## src/rtl/fifo_pwm_pkg.sv

```systemverilog
`timescale 1ns/1ps
package fifo_pwm_pkg;
  localparam int CNT_W  = 16;
  localparam int PRE_W  = 12;
  localparam int RPT_W  = 2;
  localparam int REP_W  = (1 << RPT_W) - 1;  // holds counts up to 2^(2^RPT_W - 1) - 1

  localparam int OFS_CTRL = 'h00;
  localparam int OFS_STAT = 'h04;
  localparam int OFS_SAMP = 'h0C;
  localparam int OFS_PER  = 'h10;

  localparam logic [CNT_W-1:0] PER_MAX   = {{(CNT_W-1){1'b1}}, 1'b0};
  localparam logic [CNT_W-1:0] PER_RESET = PER_MAX;

  typedef enum logic [1:0] {
    OUT_NORMAL = 2'd0,
    OUT_INVERT = 2'd1,
    OUT_OFF    = 2'd2,
    OUT_OFF_B  = 2'd3
  } outMode_e;

  typedef struct packed {
    logic             run;
    logic             flush;
    logic [PRE_W-1:0] presc;
    logic [RPT_W-1:0] rptSel;
    outMode_e         mode;
    logic [CNT_W-1:0] period;
    logic             headValid;
    logic [CNT_W-1:0] headData;
  } ctlToDp_t;

  typedef struct packed {
    logic             popReq;
    logic             rollEv;
    logic             cmpEv;
    logic [CNT_W-1:0] sample;
  } dpToCtl_t;
endpackage

```

## src/rtl/fifo_pwm_ctrl.sv

```systemverilog
`timescale 1ns/1ps
module fifo_pwm_ctrl
  import fifo_pwm_pkg::*;
#(
  parameter int ADDR_W     = 5,
  parameter int DATA_W     = 32,
  parameter int FIFO_DEPTH = 4,   // power of two
  parameter int SWR_CYCLES = 4
) (
  input  logic              clk,
  input  logic              rstN,
  input  logic              busWr,
  input  logic [ADDR_W-1:0] busAddr,
  input  logic [DATA_W-1:0] busWdata,
  output logic [DATA_W-1:0] busRdata,
  input  dpToCtl_t          fromDp,
  output ctlToDp_t          toDp
);
  localparam int PTR_W = (FIFO_DEPTH > 1) ? $clog2(FIFO_DEPTH) : 1;
  localparam int LVL_W = $clog2(FIFO_DEPTH + 1);
  localparam int SWR_W = $clog2(SWR_CYCLES + 1);

  logic             enBit;
  logic [RPT_W-1:0] rptSel;
  logic [PRE_W-1:0] presc;
  outMode_e         mode;
  logic [CNT_W-1:0] periodReg;
  logic [SWR_W-1:0] swrCnt;
  logic             rollFlag, cmpFlag, werrFlag;

  logic [CNT_W-1:0] mem [FIFO_DEPTH];
  logic [PTR_W-1:0] wrPtr, rdPtr;
  logic [LVL_W-1:0] level;

  logic swrBusy, selCtrl, selStat, selSamp, selPer;
  logic wrCtrl, wrStat, wrSamp, wrPer;
  logic full, push, pop;

  assign swrBusy = (swrCnt != '0);
  assign selCtrl = (busAddr == ADDR_W'(OFS_CTRL));
  assign selStat = (busAddr == ADDR_W'(OFS_STAT));
  assign selSamp = (busAddr == ADDR_W'(OFS_SAMP));
  assign selPer  = (busAddr == ADDR_W'(OFS_PER));
  assign wrCtrl  = busWr && selCtrl && !swrBusy;
  assign wrStat  = busWr && selStat && !swrBusy;
  assign wrSamp  = busWr && selSamp && !swrBusy;
  assign wrPer   = busWr && selPer  && !swrBusy;

  assign full = (level == LVL_W'(FIFO_DEPTH));
  assign push = wrSamp && !full;
  assign pop  = fromDp.popReq && (level != '0) && !swrBusy;

  always_ff @(posedge clk) begin
    if (push) mem[wrPtr] <= busWdata[CNT_W-1:0];
  end

  always_ff @(posedge clk or negedge rstN) begin
    if (!rstN) begin
      enBit     <= 1'b0;
      rptSel    <= '0;
      presc     <= '0;
      mode      <= OUT_NORMAL;
      periodReg <= PER_RESET;
      swrCnt    <= '0;
      rollFlag  <= 1'b0;
      cmpFlag   <= 1'b0;
      werrFlag  <= 1'b0;
      wrPtr     <= '0;
      rdPtr     <= '0;
      level     <= '0;
    end else if (swrBusy) begin
      swrCnt    <= swrCnt - SWR_W'(1);
      enBit     <= 1'b0;
      rptSel    <= '0;
      presc     <= '0;
      mode      <= OUT_NORMAL;
      periodReg <= PER_RESET;
      rollFlag  <= 1'b0;
      cmpFlag   <= 1'b0;
      werrFlag  <= 1'b0;
      wrPtr     <= '0;
      rdPtr     <= '0;
      level     <= '0;
    end else begin
      if (wrCtrl) begin
        if (busWdata[3]) begin
          swrCnt <= SWR_W'(SWR_CYCLES);
          enBit  <= 1'b0;
          rptSel <= '0;
          presc  <= '0;
          mode   <= OUT_NORMAL;
        end else begin
          enBit  <= busWdata[0];
          rptSel <= busWdata[2:1];
          presc  <= busWdata[15:4];
          mode   <= outMode_e'(busWdata[19:18]);
        end
      end
      if (wrPer) periodReg <= busWdata[CNT_W-1:0];
      rollFlag <= fromDp.rollEv | (rollFlag & ~(wrStat & busWdata[4]));
      cmpFlag  <= fromDp.cmpEv  | (cmpFlag  & ~(wrStat & busWdata[5]));
      werrFlag <= (wrSamp & full) | (werrFlag & ~(wrStat & busWdata[6]));
      if (push) wrPtr <= wrPtr + PTR_W'(1);
      if (pop)  rdPtr <= rdPtr + PTR_W'(1);
      level <= level + LVL_W'(push) - LVL_W'(pop);
    end
  end

  always_comb begin
    toDp.run       = enBit;
    toDp.flush     = swrBusy;
    toDp.presc     = presc;
    toDp.rptSel    = rptSel;
    toDp.mode      = mode;
    toDp.period    = (periodReg > PER_MAX) ? PER_MAX : periodReg;
    toDp.headValid = (level != '0);
    toDp.headData  = mem[rdPtr];
  end

  always_comb begin
    busRdata = '0;
    if (selCtrl) begin
      busRdata[0]     = enBit;
      busRdata[2:1]   = rptSel;
      busRdata[3]     = swrBusy;
      busRdata[15:4]  = presc;
      busRdata[19:18] = mode;
    end else if (selStat) begin
      busRdata[2:0] = 3'(level);
      busRdata[3]   = (level == '0);
      busRdata[4]   = rollFlag;
      busRdata[5]   = cmpFlag;
      busRdata[6]   = werrFlag;
    end else if (selSamp) begin
      busRdata[CNT_W-1:0] = enBit ? fromDp.sample : '0;
    end else if (selPer) begin
      busRdata[CNT_W-1:0] = periodReg;
    end
  end
endmodule

```

## src/rtl/fifo_pwm_dp.sv

```systemverilog
`timescale 1ns/1ps
module fifo_pwm_dp
  import fifo_pwm_pkg::*;
(
  input  logic     clk,
  input  logic     rstN,
  input  logic     tickEn,
  input  ctlToDp_t cmd,
  output dpToCtl_t evt,
  output logic     pwmOut
);
  logic [PRE_W-1:0] preCnt;
  logic [CNT_W-1:0] cnt, cntNext, topVal, actSample;
  logic [REP_W-1:0] repCnt, rptLast;
  logic             primed, prime, step, wrap, repDone, activeLvl;

  assign rptLast = REP_W'(((REP_W+1)'(1) << cmd.rptSel) - (REP_W+1)'(1));
  assign topVal  = cmd.period + CNT_W'(1);
  assign prime   = cmd.run && !cmd.flush && !primed;
  assign step    = cmd.run && !cmd.flush && primed && tickEn && (preCnt >= cmd.presc);
  assign wrap    = step && (cnt == topVal);
  assign cntNext = wrap ? '0 : cnt + CNT_W'(1);
  assign repDone = (repCnt == rptLast);

  always_comb begin
    evt.popReq = prime || (wrap && repDone);
    evt.rollEv = wrap;
    evt.cmpEv  = step && (cntNext == actSample);
    evt.sample = actSample;
  end

  always_ff @(posedge clk or negedge rstN) begin
    if (!rstN) begin
      preCnt    <= '0;
      cnt       <= '0;
      repCnt    <= '0;
      primed    <= 1'b0;
      actSample <= '0;
    end else if (cmd.flush || !cmd.run) begin
      preCnt <= '0;
      cnt    <= '0;
      repCnt <= '0;
      primed <= 1'b0;
      if (cmd.flush) actSample <= '0;
    end else begin
      if (prime) primed <= 1'b1;
      if (tickEn && primed)
        preCnt <= (preCnt >= cmd.presc) ? '0 : preCnt + PRE_W'(1);
      if (step) cnt <= cntNext;
      if (wrap) repCnt <= repDone ? '0 : repCnt + REP_W'(1);
      if (evt.popReq && cmd.headValid) actSample <= cmd.headData;
    end
  end

  assign activeLvl = (cnt < actSample);

  always_comb begin
    pwmOut = 1'b0;
    if (cmd.run) begin
      unique case (cmd.mode)
        OUT_NORMAL: pwmOut = activeLvl;
        OUT_INVERT: pwmOut = ~activeLvl;
        default:    pwmOut = 1'b0;
      endcase
    end
  end
endmodule

```

## src/rtl/fifo_pwm.sv

```systemverilog
`timescale 1ns/1ps
module fifo_pwm
  import fifo_pwm_pkg::*;
#(
  parameter int ADDR_W     = 5,
  parameter int DATA_W     = 32,
  parameter int FIFO_DEPTH = 4,
  parameter int SWR_CYCLES = 4
) (
  input  logic              clk,
  input  logic              rstN,
  input  logic              tickEn,
  input  logic              busWr,
  input  logic [ADDR_W-1:0] busAddr,
  input  logic [DATA_W-1:0] busWdata,
  output logic [DATA_W-1:0] busRdata,
  output logic              pwmOut
);
  ctlToDp_t toDp;
  dpToCtl_t fromDp;

  fifo_pwm_ctrl #(
    .ADDR_W(ADDR_W), .DATA_W(DATA_W),
    .FIFO_DEPTH(FIFO_DEPTH), .SWR_CYCLES(SWR_CYCLES)
  ) u_ctrl (
    .clk(clk), .rstN(rstN), .busWr(busWr), .busAddr(busAddr),
    .busWdata(busWdata), .busRdata(busRdata), .fromDp(fromDp), .toDp(toDp)
  );

  fifo_pwm_dp u_dp (
    .clk(clk), .rstN(rstN), .tickEn(tickEn),
    .cmd(toDp), .evt(fromDp), .pwmOut(pwmOut)
  );
endmodule

```

## config.mk

```make
export PLATFORM = sky130hd
export DESIGN_NAME = fifo_pwm
export DESIGN_NICKNAME = d
export VERILOG_FILES = /design/src/rtl/fifo_pwm_pkg.sv /design/src/rtl/fifo_pwm_ctrl.sv /design/src/rtl/fifo_pwm_dp.sv /design/src/rtl/fifo_pwm.sv
export SDC_FILE = /design/constraint.sdc
export NUM_CORES = 1
export LEC_CHECK = 0
export ABC_CLOCK_PERIOD_IN_PS = 9600
export BUFFER_PORTS_ARGS = -buffer_cell sky130_fd_sc_hd__buf_2
export CELL_PAD_IN_SITES_DETAIL_PLACEMENT = 1
export CELL_PAD_IN_SITES_GLOBAL_PLACEMENT = 2
export CORE_MARGIN = 2
export CORE_UTILIZATION = 43
export DETAILED_ROUTE_END_ITERATION = 10
export GPL_ROUTABILITY_DRIVEN = 1
export PLACE_DENSITY_LB_ADDON = 0.3
export RECOVER_POWER = 100
export SLEW_MARGIN = 20
export SYNTH_ARGS = -nofsm -noshare
export SYNTH_HDL_FRONTEND = slang
export SYNTH_SLANG_ARGS = --single-unit
```

## constraint.sdc

```tcl
create_clock -name clk -period 9.6 [get_ports clk]
set_input_delay 1.92 -clock clk [delete_from_list [all_inputs] [get_ports clk]]
set_output_delay 1.92 -clock clk [all_outputs]
set_load 0.02 [all_outputs]
```

# Yosys cells after proc, flatten, opt, wreduce, memory -nomap -nowiden

Memory sizes are Yosys's and may differ from the RTL's.
Cells that the tools add are included.

Bits in registers: 94
Bits in writable memories: 64
Output and inout bits: 33
Memories kept: 1

Add/subtract/negate cells: 10
$lt $le $gt $ge: 3
Eq/ne operators: 9
Shift operators: 1
Muxes and demuxes: 51
Bitwise gates (word level): 14
Reductions and logical operators: 43

Memories:

| memory     | depth | bits a word | rd ports | clocked after Yosys merged registers in | wr ports | line                | text |
|---|---|---|---|---|---|---|---|
| u_ctrl.mem | 4     | 16          | 1        | 0                                       | 1        | fifo_pwm_ctrl.sv:31 | `logic [CNT_W-1:0] mem [FIFO_DEPTH];` |

Operator list:

| cell                  | number |
|---|---|
| $mux 16               | 13 |
| $mux 12               | 6 |
| $add 16x1->16 const B | 2 |
| $eq 16x16->1          | 2 |
| $mux 2                | 11 |
| $mux 3                | 7 |
| $logic_and 1x1->1     | 20 |
| $reduce_bool 2->1     | 10 |
| $gt 16x16->1 const B  | 1 |
| $lt 16x16->1          | 1 |
| $add 12x1->12 const B | 1 |
| $ge 12x12->1          | 1 |
| $mux 1                | 11 |
| $mux 9                | 1 |
| $and 1x1->1           | 7 |
| $mux 7                | 1 |
| $reduce_bool 3->1     | 2 |
| $eq 5x3->1 const B    | 1 |
| $eq 5x4->1 const B    | 1 |
| $eq 5x5->1 const B    | 1 |
| $logic_not 5->1       | 1 |
| $add 2x1->2 const B   | 2 |
| $logic_not 1->1       | 4 |
| $not 1->1             | 4 |
| other kinds (16)      | 20 |

# Depth between registers and ports, before layout

Gate-level depths: netlist (run 1).

Word-level depth: 13
Mapped depth: 23
Gate-level depth less buffers: 20

# Hierarchy

A second synthesis (run 1) with hierarchy kept.

Cells, all modules: 933
Area total of the unflattened synthesis: 9537.9 um^2

Modules (own cells, without submodules):

| module        | instances | cells each | area each (um^2) | seq. area each (um^2) |
|---|---|---|---|---|
| fifo_pwm_ctrl | 1         | 439        | 5391.4           | 3091.7 |
| fifo_pwm_dp   | 1         | 494        | 4146.5           | 1201.2 |

# Worst setup path after synthesis (run 1)

Ideal clock, no wire load.

Path type: input -> output
Start: input busAddr[2]
End: output busRdata[0]
Arrival time: 3.861 ns
Data required time: 7.680 ns
Slack: 3.819 ns
Stages: 5
Path buffers: 1
Path through: clkbuf_1 nand2b_1 nor4_1 a222oi_1 o21ai_0

Cells in the longest elaborated chain, start to end: 5

Ends and longest elaborated chain:

| what            | line                 | text |
|---|---|---|
| start, declared | fifo_pwm.sv:14       | `input logic [ADDR_W-1:0] busAddr,` |
| $eq 5x5->1      | fifo_pwm_ctrl.sv:43  | `assign selPer = (busAddr == ADDR_W'(OFS_PER));` |
| $mux 16         | fifo_pwm_ctrl.sv:136 | `end else if (selPer) begin` |
| $mux 16         | fifo_pwm_ctrl.sv:134 | `end else if (selSamp) begin` |
| $mux 7          | fifo_pwm_ctrl.sv:128 | `end else if (selStat) begin` |
| $mux 16 *       | fifo_pwm_ctrl.sv:122 | `if (selCtrl) begin` |
| end, declared   | fifo_pwm.sv:16       | `output logic [DATA_W-1:0] busRdata,` |

Mark *: on every way between the ends. The rest lies on a longest branch, timed or not.

# Worst setup path after layout (run 1)

Ends and elaborated chain as after synthesis.

==> results.json, run 1 <==
{
  "netlist_area_um2": 8740,
  "r2r.worst_path.cells": 21,
  "crit_fanout": 20,
  "root_buffer": "clkbuf_16",
  "intPower_uw": 1100,
  "fp.dieW_um": 147,
  "clk_pin_slew_ns": 0.07,
  "worstPathCellList": "clkbuf_1 > nand2_1 > nor4_1 > and2_0 > a222oi_1 > o21ai_0 > clkbuf_1",
  "synth_edf_count": 64,
  "fin_crit_sh_pct": 73.2,
  "ys_async_sr_fraction_pct": 59.5,
  "yosysTopAreaCellShare_pct": 22.6,
  "area.growth.synth_to_final_pct": 10.3,
  "crit_path_frequent_cell": "clkbuf_1",
  "cp-end-kind": "output pin",
  "diodes": 0,
  "powerDensity_nw_per_um2": 162,
  "vdd_drop_max_v": 0.000105,
  "grt_pass1_vias": 7114,
  "crit_buf_inv": 2,
  "fin_setup_tns_ns": 0,
  "cts_buffers": 17,
  "required_ns": 7.68,
  "hp-class": "reg -> reg",
  "final_common_cell": "dfrtp_1",
  "place_congestion": 0.888,
  "dp_hpwl_mm": 19.0,
  "leakage_uw": 0.00383,
  "setup.worst_path.start": "busAddr[2]",
  "holdPathStages": 2,
  "dp_cells": 1090,
  "finalSetupViolations": 0,
  "cts_hold_buf": 0,
  "cts_max_level": 4,
  "violations": "capacitance limit, slew limit",
  "post-cts-setup-buffers": 0,
  "fin_crit_ns": 7.02,
  "dieArea_um2": 21500,
  "register_area_um2": 4290,
  "synth_largest_area_cell": "dfrtp_1",
  "first_pass_iters": 5,
  "stdcell_count": 1122,
  "fin_skew_ns": 0.0112,
  "multi_input_area_um2": 3950,
  "crit_family": "simple AND/OR/NAND/NOR gates",
  "io_pins": 74,
  "ant_nets": 0,
  "cts_tree": "done",
  "use_met2_pct": 43.4,
  "comb_power_share_pct": 8.5,
  "drive_gt1_share_pct": 9.98,
  "initial_core_util_pct": 43.5,
  "maxSlewHeadroom_pct": -90.1,
  "final_cell_mix": "dfrtp_1 (78), o21ai_0 (64), edfxtp_1 (64)",
  "max_clock_freq_mhz": 142,
  "switching_share_pct": 29.5,
  "cap_violations": 5,
  "worst_slew_pin_slew_ns": 2.85,
  "preCtsSetupSlack_ns": 3.38,
  "pwr-share-seq_pct": 46.0,
  "vias": 6711,
  "fill_cells": 2192,
  "clock_latency_ns": 0.44,
  "cpPeakStageDelay_ns": 0.86,
  "ys_ff_latch": 158,
  "ys_types": 72,
  "pwr-share-clk_pct": 45.4,
  "final_hold_viol_count": 0,
  "routedWlPerCell_um": 23.4,
  "synth_area_leaders": "dfrtp_1 (23%), edfxtp_1 (22%), ha_1 (5.4%), dfstp_2 (4.5%), mux4_2 (4.1%)",
  "clockBufferDepth": 2,
  "yosysWarnings": 0,
  "synth_flop_cell": "dfrtp_1",
  "use_met3_pct": 5.00,
  "worstSetupPathDepth": 7,
  "met1_usage_pct": 32.9,
  "core_area_um2": 20100,
  "antenna_found_initial": 0,
  "grt_first_pass_wirelength_mm": 41.2,
  "hp-start": "u_ctrl.swrCnt[2]",
  "arrival_ns": 5.10,
  "syn_area_per_cell_um2": 10.7,
  "finalWirelength_mm": 26.3,
  "status": "finished with violations",
  "cts_resized": 0,
  "cts_sinks": 158,
  "layout_setup_ws_ns": 2.58,
  "final_max_slew_viol_count": 181,
  "grt_overflow_total": 0,
  "num_rows": 52,
  "cp-start-kind": "input port",
  "top_usage_layer": "met2",
  "rsz0062_at_grt": "no",
  "reg2reg_from": "u_ctrl.periodReg[12]",
  "postLayoutCoreUtil_pct": 47.9,
  "grt_max_degree": 51,
  "synthCells": 816,
  "viasPerCell": 5.98,
  "critPathKind": "in -> out",
  "slowest_stage": "clkbuf_1",
  "p_switching_uw": 460,
  "nNetsFinal": 919,
  "dr.first_iter.drc_count": 453,
  "io_buffers": 45,
  "seq_area_frac_synth_pct": 49.1,
  "die_h_um": 147,
  "grt_use_total_pct": 25.4,
  "drc": 0
}
-- worst paths after layout --
check                           slack [ns]                 to
worst max-delay path                  2.58        busRdata[0]
worst min-delay path                  0.50   u_ctrl.swrCnt[2]
worst max register to register        3.43    u_ctrl.level[2]
worst min register to register        0.50   u_ctrl.swrCnt[2]
max in group asynchronous             3.30    u_ctrl.rdPtr[0]
min in group asynchronous             2.34  u_dp.actSample[3]
-- routing by layer --
layer	share of wire, %	routed length, µm	up-vias
met5	0	0	-
met4	1.7	459	0
met3	4.8	1250	30
met2	50	13200	172
met1	43	11400	3483
li1	-	-	3026
-- state kept, by name (all words and copies together), names as in the netlist, 3 cells and up --
| signal | flops |
|---|---|
| u_ctrl.level | 3 |
| u_dp.preCnt | 12 |
| u_ctrl.mem | 64 |
| u_ctrl.periodReg | 16 |
| u_ctrl.swrCnt | 3 |
| u_dp.repCnt | 3 |
| u_dp.cnt | 16 |
| u_ctrl.presc | 12 |
| u_dp.actSample | 16 |
-- power groups by stage --
stage	clock [µW]	combinational, µW	sequential, µW
global placement	0	131	731
finish	708	133	718
global route	747	147	719
CTS	722	139	717
detailed placement	0	138	732
floorplan	0	83.7	729
-- worst reg2reg max path, delay by kind of cell, from the launching register on --
| kind | cells | cell delay, ns |
|---|---|---|
| compound gates | 5 | 1.27 |
| xor+xnor | 1 | 0.21 |
| fa+ha+maj | 4 | 1.11 |
| buf+inv | 4 | 1.39 |
| flops | 1 | 0.71 |
| simple gates | 7 | 1.36 |
-- cells by family after synthesis --
group,Yosys count,synth area share [%]
adder cells (fa/ha/maj),39,5.67
buffers and inverters,123,6.18
flip-flops,158,49.1
AND/OR/NAND/NOR,223,13.4
other,1,0.0429
XOR/XNOR,41,4.11
multiplexers,24,5.05
AO/OA/AOI/OAI,207,16.4
-- cells in the mapped netlist (4+ instances only) --
cell type   n
ha_1       38
buf_2       9
inv_1      63
dfstp_2    15
a31oi_1     5
buf_4      16
a21oi_1    23
and3_1     19
nor2_1     30
a211oi_1    4
nor4_1      8
dfrtp_1    79
o31ai_1    19
o22a_1     15
nand4_1     5
nor3_1      7
nand3_1    49
a22oi_1     8
nand2_1    60
mux4_2     16
a221o_1     9
nand2b_1    9
or4_1       4
a21o_1      9
edfxtp_1   64
mux2i_1     7
xnor2_1    28
and2_1     10
o21ai_1    10
a22o_1     17
xor2_1     13
o2111ai_1   5
clkbuf_1   28
o21ai_0    56
buf_1       5
-- metrics by stage --
stage	power, µW	hold WS, ns	cell area, µm²
after floorplan	813	0.449	8790
final	1560	0.498	9640
after global placement	862	0.461	9110
after detailed placement	870	0.486	9110
after global routing	1610	0.531	9640
after CTS	1580	0.501	9730
-- final cells by class --
cell class	count	share of cell area, %
Timing Repair Buffer	50	2.09
Inverter	64	2.49
Clock inverter	15	2.01
Tap cell	270	3.51
Clock buffer	17	4.41
Multi-Input combinational cell	548	40.9
Sequential cell	158	44.6
No activity file was read; power rests on OpenSTA's default activity.
==> run 2, diff against run 1 <==
--- a/config.mk
+++ b/config.mk
@@ -5,12 +5,13 @@
 export SDC_FILE = /design/constraint.sdc
 export NUM_CORES = 1
 export LEC_CHECK = 0
-export ABC_CLOCK_PERIOD_IN_PS = 9600
+export ABC_AREA = 1
+export ABC_CLOCK_PERIOD_IN_PS = 6550
 export BUFFER_PORTS_ARGS = -buffer_cell sky130_fd_sc_hd__buf_2
 export CELL_PAD_IN_SITES_DETAIL_PLACEMENT = 1
 export CELL_PAD_IN_SITES_GLOBAL_PLACEMENT = 2
 export CORE_MARGIN = 2
-export CORE_UTILIZATION = 43
+export CORE_UTILIZATION = 37
 export DETAILED_ROUTE_END_ITERATION = 10
 export GPL_ROUTABILITY_DRIVEN = 1
 export PLACE_DENSITY_LB_ADDON = 0.3
==> constraint.sdc (replaced) <==
create_clock -name clk -period 6.55 [get_ports clk]
set_input_delay 1.31 -clock clk [delete_from_list [all_inputs] [get_ports clk]]
set_output_delay 1.31 -clock clk [all_outputs]
set_load 0.02 [all_outputs]
==> results.json, run 2 <==
{
  "seq_area_frac_synth_pct": 49.7,
  "reg2reg_from": "u_ctrl.periodReg[12]",
  "nNetsFinal": 1107,
  "synthXorXnorAreaFrac_pct": 4.56,
  "cp-start-kind": "register",
  "ys_types": 44,
  "vdd_drop_max_v": 0.000173,
  "max_clock_freq_mhz": 205,
  "post-cts-setup-buffers": 0,
  "drive_gt1_share_pct": 6.83,
  "ant_nets": 0,
  "vias": 6974,
  "dr.first_iter.drc_count": 423,
  "dp_cells": 1321,
  "cts_tree": "done",
  "clock_latency_ns": 0.43,
  "cts_hold_buf": 0,
  "syn_area_per_cell_um2": 8.81,
  "cap_violations": 2,
  "synth_area_leaders": "dfrtp_1 (23%), edfxtp_1 (22%), nand2_1 (7.0%), inv_1 (5.9%), ha_1 (5.5%)",
  "initial_core_util_pct": 37.9,
  "viasPerCell": 5.15,
  "routedWlPerCell_um": 19.4,
  "grt_use_total_pct": 22.9,
  "setup.worst_path.start": "u_ctrl.periodReg[12]",
  "synth.most_common_cell": "nand2_1",
  "dieArea_um2": 24600,
  "fin_crit_ns": 4.87,
  "top_layer": "met4",
  "netlist_area_um2": 8640,
  "violations": "capacitance limit, slew limit",
  "core_area_um2": 22800,
  "final_common_cell": "nand2_1",
  "io_pins": 74,
  "root_buffer": "clkbuf_16",
  "met2_length_mm": 12.7,
  "synth_largest_area_cell": "dfrtp_1",
  "grt_overflow_total": 0,
  "grt_max_degree": 68,
  "finalWirelength_mm": 26.3,
  "clockBufferDepth": 2,
  "synthSimpleGateAreaFrac_pct": 16.2,
  "num_rows": 55,
  "final_cell_mix": "nand2_1 (162), inv_1 (137), nor2_1 (98)",
  "clk_pin_slew_ns": 0.07,
  "cts_buffers": 17,
  "synthAdderAreaFrac_pct": 5.73,
  "final_hold_viol_count": 0,
  "synth_flop_cell": "dfrtp_1",
  "dr_wl_met3_um": 563,
  "switching_share_pct": 28.3,
  "synthCells": 981,
  "rsz0062_at_grt": "no",
  "antenna_found_initial": 0,
  "pwr-share-seq_pct": 47.9,
  "yosysTopAreaCellShare_pct": 22.9,
  "synth_common_cells": "nand2_1 (161), inv_1 (136), nor2_1 (96)",
  "status": "finished with violations",
  "fin_skew_ns": 0.00837,
  "register_area_um2": 4290,
  "top_register": "u_ctrl.mem",
  "fp.dieW_um": 157,
  "arrival_ns": 5.18,
  "multi_input_area_um2": 3620,
  "grt_pass1_vias": 7449,
  "crit_fanout": 19,
  "cts_resized": 0,
  "synthMuxAreaShare_pct": 0,
  "ys_async_sr_fraction_pct": 59.5,
  "first_pass_iters": 4,
  "critPathKind": "reg -> reg",
  "diodes": 0,
  "leakage_uw": 0.00404,
  "required_ns": 6.86,
  "largest_reg_flops": 64,
  "fin_crit_sh_pct": 74.3,
  "synth_edf_count": 64,
  "fin_setup_tns_ns": 0,
  "cp-end-kind": "register",
  "intPower_uw": 1600,
  "place_congestion": 0.832,
  "hp-start": "u_ctrl.swrCnt[2]",
  "pwr-share-clk_pct": 42.3,
  "die_h_um": 157,
  "fill_cells": 2698,
  "powerDensity_nw_per_um2": 232,
  "synth_top_family_by_area": "simple AND/OR/NAND/NOR gates",
  "grt_first_pass_wirelength_mm": 42.1,
  "io_buffers": 45,
  "hp-class": "reg -> reg",
  "area.growth.synth_to_final_pct": 11.3,
  "ys_ff_latch": 158,
  "cts_max_level": 4,
  "yosysWarnings": 0,
  "stdcell_count": 1353,
  "cts_sinks": 158,
  "wl_met1_mm": 12.5,
  "worst_slew_pin_slew_ns": 3.91,
  "p_switching_uw": 631,
  "maxSlewHeadroom_pct": -160,
  "final_max_slew_viol_count": 68,
  "comb_power_share_pct": 9.8,
  "synth_compound_area_share_pct": 14.9,
  "dp_hpwl_mm": 19.4,
  "drc": 0,
  "finalSetupViolations": 0
}
## run 2: cell count changes in the layout (fill, tap and decap cells not counted), moves of 19 or more
cell,delta
o31ai_1,-19
inv_1,+74
o22ai_1,+60
xor2_1,+21
and3_1,-19
nor2_1,+68
nand2_1,+102
a21oi_1,+22
## run 2: area by class of cell
type | instances | area share, %
clock inverters | 13 | 1.13
flip-flops and latches | 158 | 44.6
well taps | 313 | 4.07
multi-input cells | 653 | 37.6
clock buffers | 19 | 4.61
repair buffers | 54 | 2.34
inverters | 143 | 5.59
## run 2: logic make-up (layout without fill, tap and decap cells)
logic type / Yosys count / in the layout
buffers and inverters: 183 / 229
AND/OR/NAND/NOR: 332 / 332
flip-flops: 158 / 158
other: 1 / 14
XOR/XNOR: 45 / 45
AO/OA/AOI/OAI: 223 / 223
adder cells (fa/ha/maj): 39 / 39
## run 2: final timing paths
| check | end | cells after the start | slack (ns) |
|---|---|---|---|
| min in group asynchronous | u_dp.cnt[3] | 1 | 2.23 |
| max reg2reg | u_ctrl.level[2] | 26 | 1.68 |
| max | u_ctrl.level[2] | 26 | 1.68 |
| min reg2reg | u_ctrl.swrCnt[2] | 2 | 0.51 |
| min | u_ctrl.swrCnt[2] | 2 | 0.51 |
| max in group asynchronous | u_dp.preCnt[1] | 1 | 2.10 |
## run 2: power by group through the flow
stage / clock (µW) / combinational (µW) / sequential, µW
after floorplan: 0 / 143 / 1080
after global placement: 0 / 221 / 1090
after detailed placement: 0 / 225 / 1090
after CTS: 956 / 226 / 1070
after global routing: 999 / 245 / 1070
final: 942 / 218 / 1070
## run 2: through the flow
stage | util, % | hold WS (ns) | setup slack, ns | total power (µW) | area, µm²
floorplan | - | 0.475 | 2.62 | 1230 | 8690
global placement | 40.2 | 0.496 | 1.90 | 1310 | 9150
detailed placement | 40.2 | 0.505 | 1.89 | 1310 | 9150
CTS | 42.6 | 0.520 | 1.88 | 2250 | 9700
global route | 42.2 | 0.556 | 1.27 | 2310 | 9620
finish | 42.2 | 0.512 | 1.68 | 2230 | 9620
## run 2: worst max-delay path, cell delays in order (launching register included)
cell	delay [ns]
dfstp_1	0.63
nand2_1	0.14
nor2_1	0.16
nand2_1	0.07
nor2_1	0.22
nor2_1	0.10
ha_1	0.23
inv_1	0.06
nor2_1	0.08
inv_1	0.11
nor2_1	0.07
xor2_1	0.14
a21oi_1	0.13
nand2_1	0.07
nor2_1	0.20
nand3_1	0.22
o22ai_1	0.18
inv_1	0.07
or2_0	0.24
clkinvlp_2	0.43
ha_1	0.34
inv_1	0.06
ha_1	0.13
inv_1	0.05
fa_1	0.37
xor2_1	0.17
nor2_1	0.05
## run 2: per-layer routing
| layer | vias up | GRT usage (%) |
|---|---|---|
| li1 | 3376 | - |
| met1 | 3470 | 31.2 |
| met2 | 101 | 38.5 |
| met3 | 27 | 2.55 |
| met4 | 0 | 6.99 |
| met5 | - | 0 |
==> run 3, diff against run 2 <==
--- a/config.mk
+++ b/config.mk
@@ -5,13 +5,13 @@
 export SDC_FILE = /design/constraint.sdc
 export NUM_CORES = 1
 export LEC_CHECK = 0
-export ABC_AREA = 1
-export ABC_CLOCK_PERIOD_IN_PS = 6550
+export ABC_AREA = 0
+export ABC_CLOCK_PERIOD_IN_PS = 3980
 export BUFFER_PORTS_ARGS = -buffer_cell sky130_fd_sc_hd__buf_2
 export CELL_PAD_IN_SITES_DETAIL_PLACEMENT = 1
 export CELL_PAD_IN_SITES_GLOBAL_PLACEMENT = 2
 export CORE_MARGIN = 2
-export CORE_UTILIZATION = 37
+export CORE_UTILIZATION = 36
 export DETAILED_ROUTE_END_ITERATION = 10
 export GPL_ROUTABILITY_DRIVEN = 1
 export PLACE_DENSITY_LB_ADDON = 0.3
==> constraint.sdc (replaced) <==
create_clock -name clk -period 3.98 [get_ports clk]
set_input_delay 0.796 -clock clk [delete_from_list [all_inputs] [get_ports clk]]
set_output_delay 0.796 -clock clk [all_outputs]
set_load 0.02 [all_outputs]
==> results.json, run 3 (synthesized netlist as in run 1, its figures left out) <==
{
  "hold_slack_ns": 0.493,
  "worst_slew_pin_slew_ns": 2.07,
  "largest_reg_flops": 64,
  "routedWlPerCell_um": 22.7,
  "dr.first_iter.drc_count": 524,
  "layout_setup_ws_ns": -0.281,
  "wl_met1_mm": 12.8,
  "final_hold_viol_count": 0,
  "grt_max_degree": 78,
  "dr_wl_met3_mm": 1.29,
  "cts_max_level": 4,
  "preCtsSetupSlack_ns": -0.170,
  "fin_crit_sh_pct": 107,
  "status": "finished with violations",
  "clock_latency_ns": 0.44,
  "violations": "capacitance limit, slew limit, setup timing",
  "finalSetupViolations": 19,
  "place_congestion": 0.884,
  "grt_overflow_total": 0,
  "drive_gt1_share_pct": 20.3,
  "hp-class": "reg -> reg",
  "core_area_um2": 24100,
  "initial_core_util_pct": 36.3,
  "design_area_um2": 10400,
  "num_rows": 57,
  "diodes": 0,
  "drc": 0,
  "leakage_uw": 0.00422,
  "met2_length_mm": 13.3,
  "register_area_um2": 4300,
  "io_buffers": 45,
  "final_max_slew_viol_count": 78,
  "final_common_cell": "dfrtp_1",
  "antenna_found_initial": 0,
  "finalWirelength_mm": 28.1,
  "multi_input_area_um2": 4120,
  "top_register": "u_ctrl.mem",
  "dp_hpwl_mm": 20.6,
  "first_pass_iters": 6,
  "grt_first_pass_wirelength_mm": 44.1,
  "crit_fanout": 4,
  "grt_use_total_pct": 22.8,
  "io_pins": 74,
  "cap_violations": 1,
  "cts_sinks": 158,
  "fin_crit_ns": 4.26,
  "dieArea_um2": 25500,
  "fp.dieW_um": 160,
  "maxSlewHeadroom_pct": -38.2,
  "clk_pin_slew_ns": 0.07,
  "powerDensity_nw_per_um2": 373,
  "top_layer": "met4",
  "final_cell_mix": "dfrtp_1 (76), edfxtp_1 (64), nand2_1 (60)",
  "cts_tree": "done",
  "required_ns": 4.28,
  "ant_nets": 0,
  "fill_cells": 2724,
  "die_h_um": 160,
  "max_clock_freq_mhz": 235,
  "cts_buffers": 17,
  "area.growth.synth_to_final_pct": 18.8,
  "critPathKind": "reg -> reg",
  "vdd_drop_max_v": 0.000320,
  "rsz0062_at_grt": "yes",
  "cp-end-kind": "register",
  "root_buffer": "clkbuf_16",
  "grt_pass1_vias": 7547,
  "cp-start-kind": "register",
  "nNetsFinal": 983,
  "vias": 7035,
  "placed_area_um2": 9650,
  "viasPerCell": 5.67,
  "arrival_ns": 4.56,
  "clockBufferDepth": 2,
  "fin_skew_ns": 0.00954
}
-- run 3: cell count changes in the layout (fill, tap and decap cells not counted), moves of 16 or more --
cell / delta
a21oi_1: -25
mux4_2: +16
xor2_1: -22
inv_1: -78
nor2_1: -68
and3_1: +19
xnor2_1: +16
o21ai_0: -26
o22ai_1: -60
nand2_1: -102
buf_4: +53
a22o_1: +17
o31ai_1: +19
-- run 3: metal layers --
layer	up-vias	track usage (%)
met4	0	9.25
li1	3160	-
met3	43	3.61
met5	-	0
met1	3638	31.4
met2	194	36.0
-- run 3: critical path: stages (launching register included) --
cell and delay (ns):
dfstp_2 0.56, nand3_4 0.08, or3_4 0.40, o21a_4 0.22
ha_4 0.18, xor2_2 0.15, xnor2_1 0.14, nand3_1 0.15
nor4_2 0.25, nand4_1 0.18, nor4_4 0.35, a41o_1 0.28
nand2b_1 0.13, inv_4 0.08, ha_4 0.19, inv_4 0.05
ha_4 0.12, inv_2 0.04, fa_2 0.52, nor2_1 0.04
-- run 3: through the flow --
stage               setup TNS (ns)  power [µW]  instances  utilization, %
floorplan                   -0.195        1960        829               -
global placement            -0.303        2120       1200            40.0
detailed placement          -0.340        2130       1200            40.0
CTS                         -0.294        3910       1235            42.9
global route                 -6.14        4000       1240            43.1
finish                       -2.05        3880       1240            43.1
-- run 3: report_power, final --
group	total, µW	switching [µW]	leakage (µW)	internal [µW]
clock network	1790	815	0.000309	973
logic	360	280	0.00208	79.9
registers	1730	13.2	0.00183	1720
-- run 3: area by class of cell --
type	instances	share of cell area, %
clock buffer	17	4.10
sequential	158	41.4
inverter	64	2.36
multi-input combinational	548	39.6
clock inverter	15	2.04
timing repair buffer	114	6.59
tap	324	3.90
-- run 3: final timing paths --
kind,cells past startpoint,to,startpoint,slack [ns]
worst max-delay path,19,u_ctrl.level[1],u_ctrl.periodReg[8],-0.28
worst min-delay path,2,u_ctrl.swrCnt[2],u_ctrl.swrCnt[2],0.49
worst max register to register,19,u_ctrl.level[1],u_ctrl.periodReg[8],-0.28
worst min register to register,2,u_ctrl.swrCnt[2],u_ctrl.swrCnt[2],0.49
max in group asynchronous,2,u_dp.preCnt[9],rstN,1.19
min in group asynchronous,1,u_dp.cnt[6],rstN,0.95
-- run 3: timing repair --
item	CTS	global route
endpoints found under the setup margin	3	8
pin swaps	2	16
resized for setup	5	19
hold buffers	0	0
buffers inserted	3	8
cloned	0	0
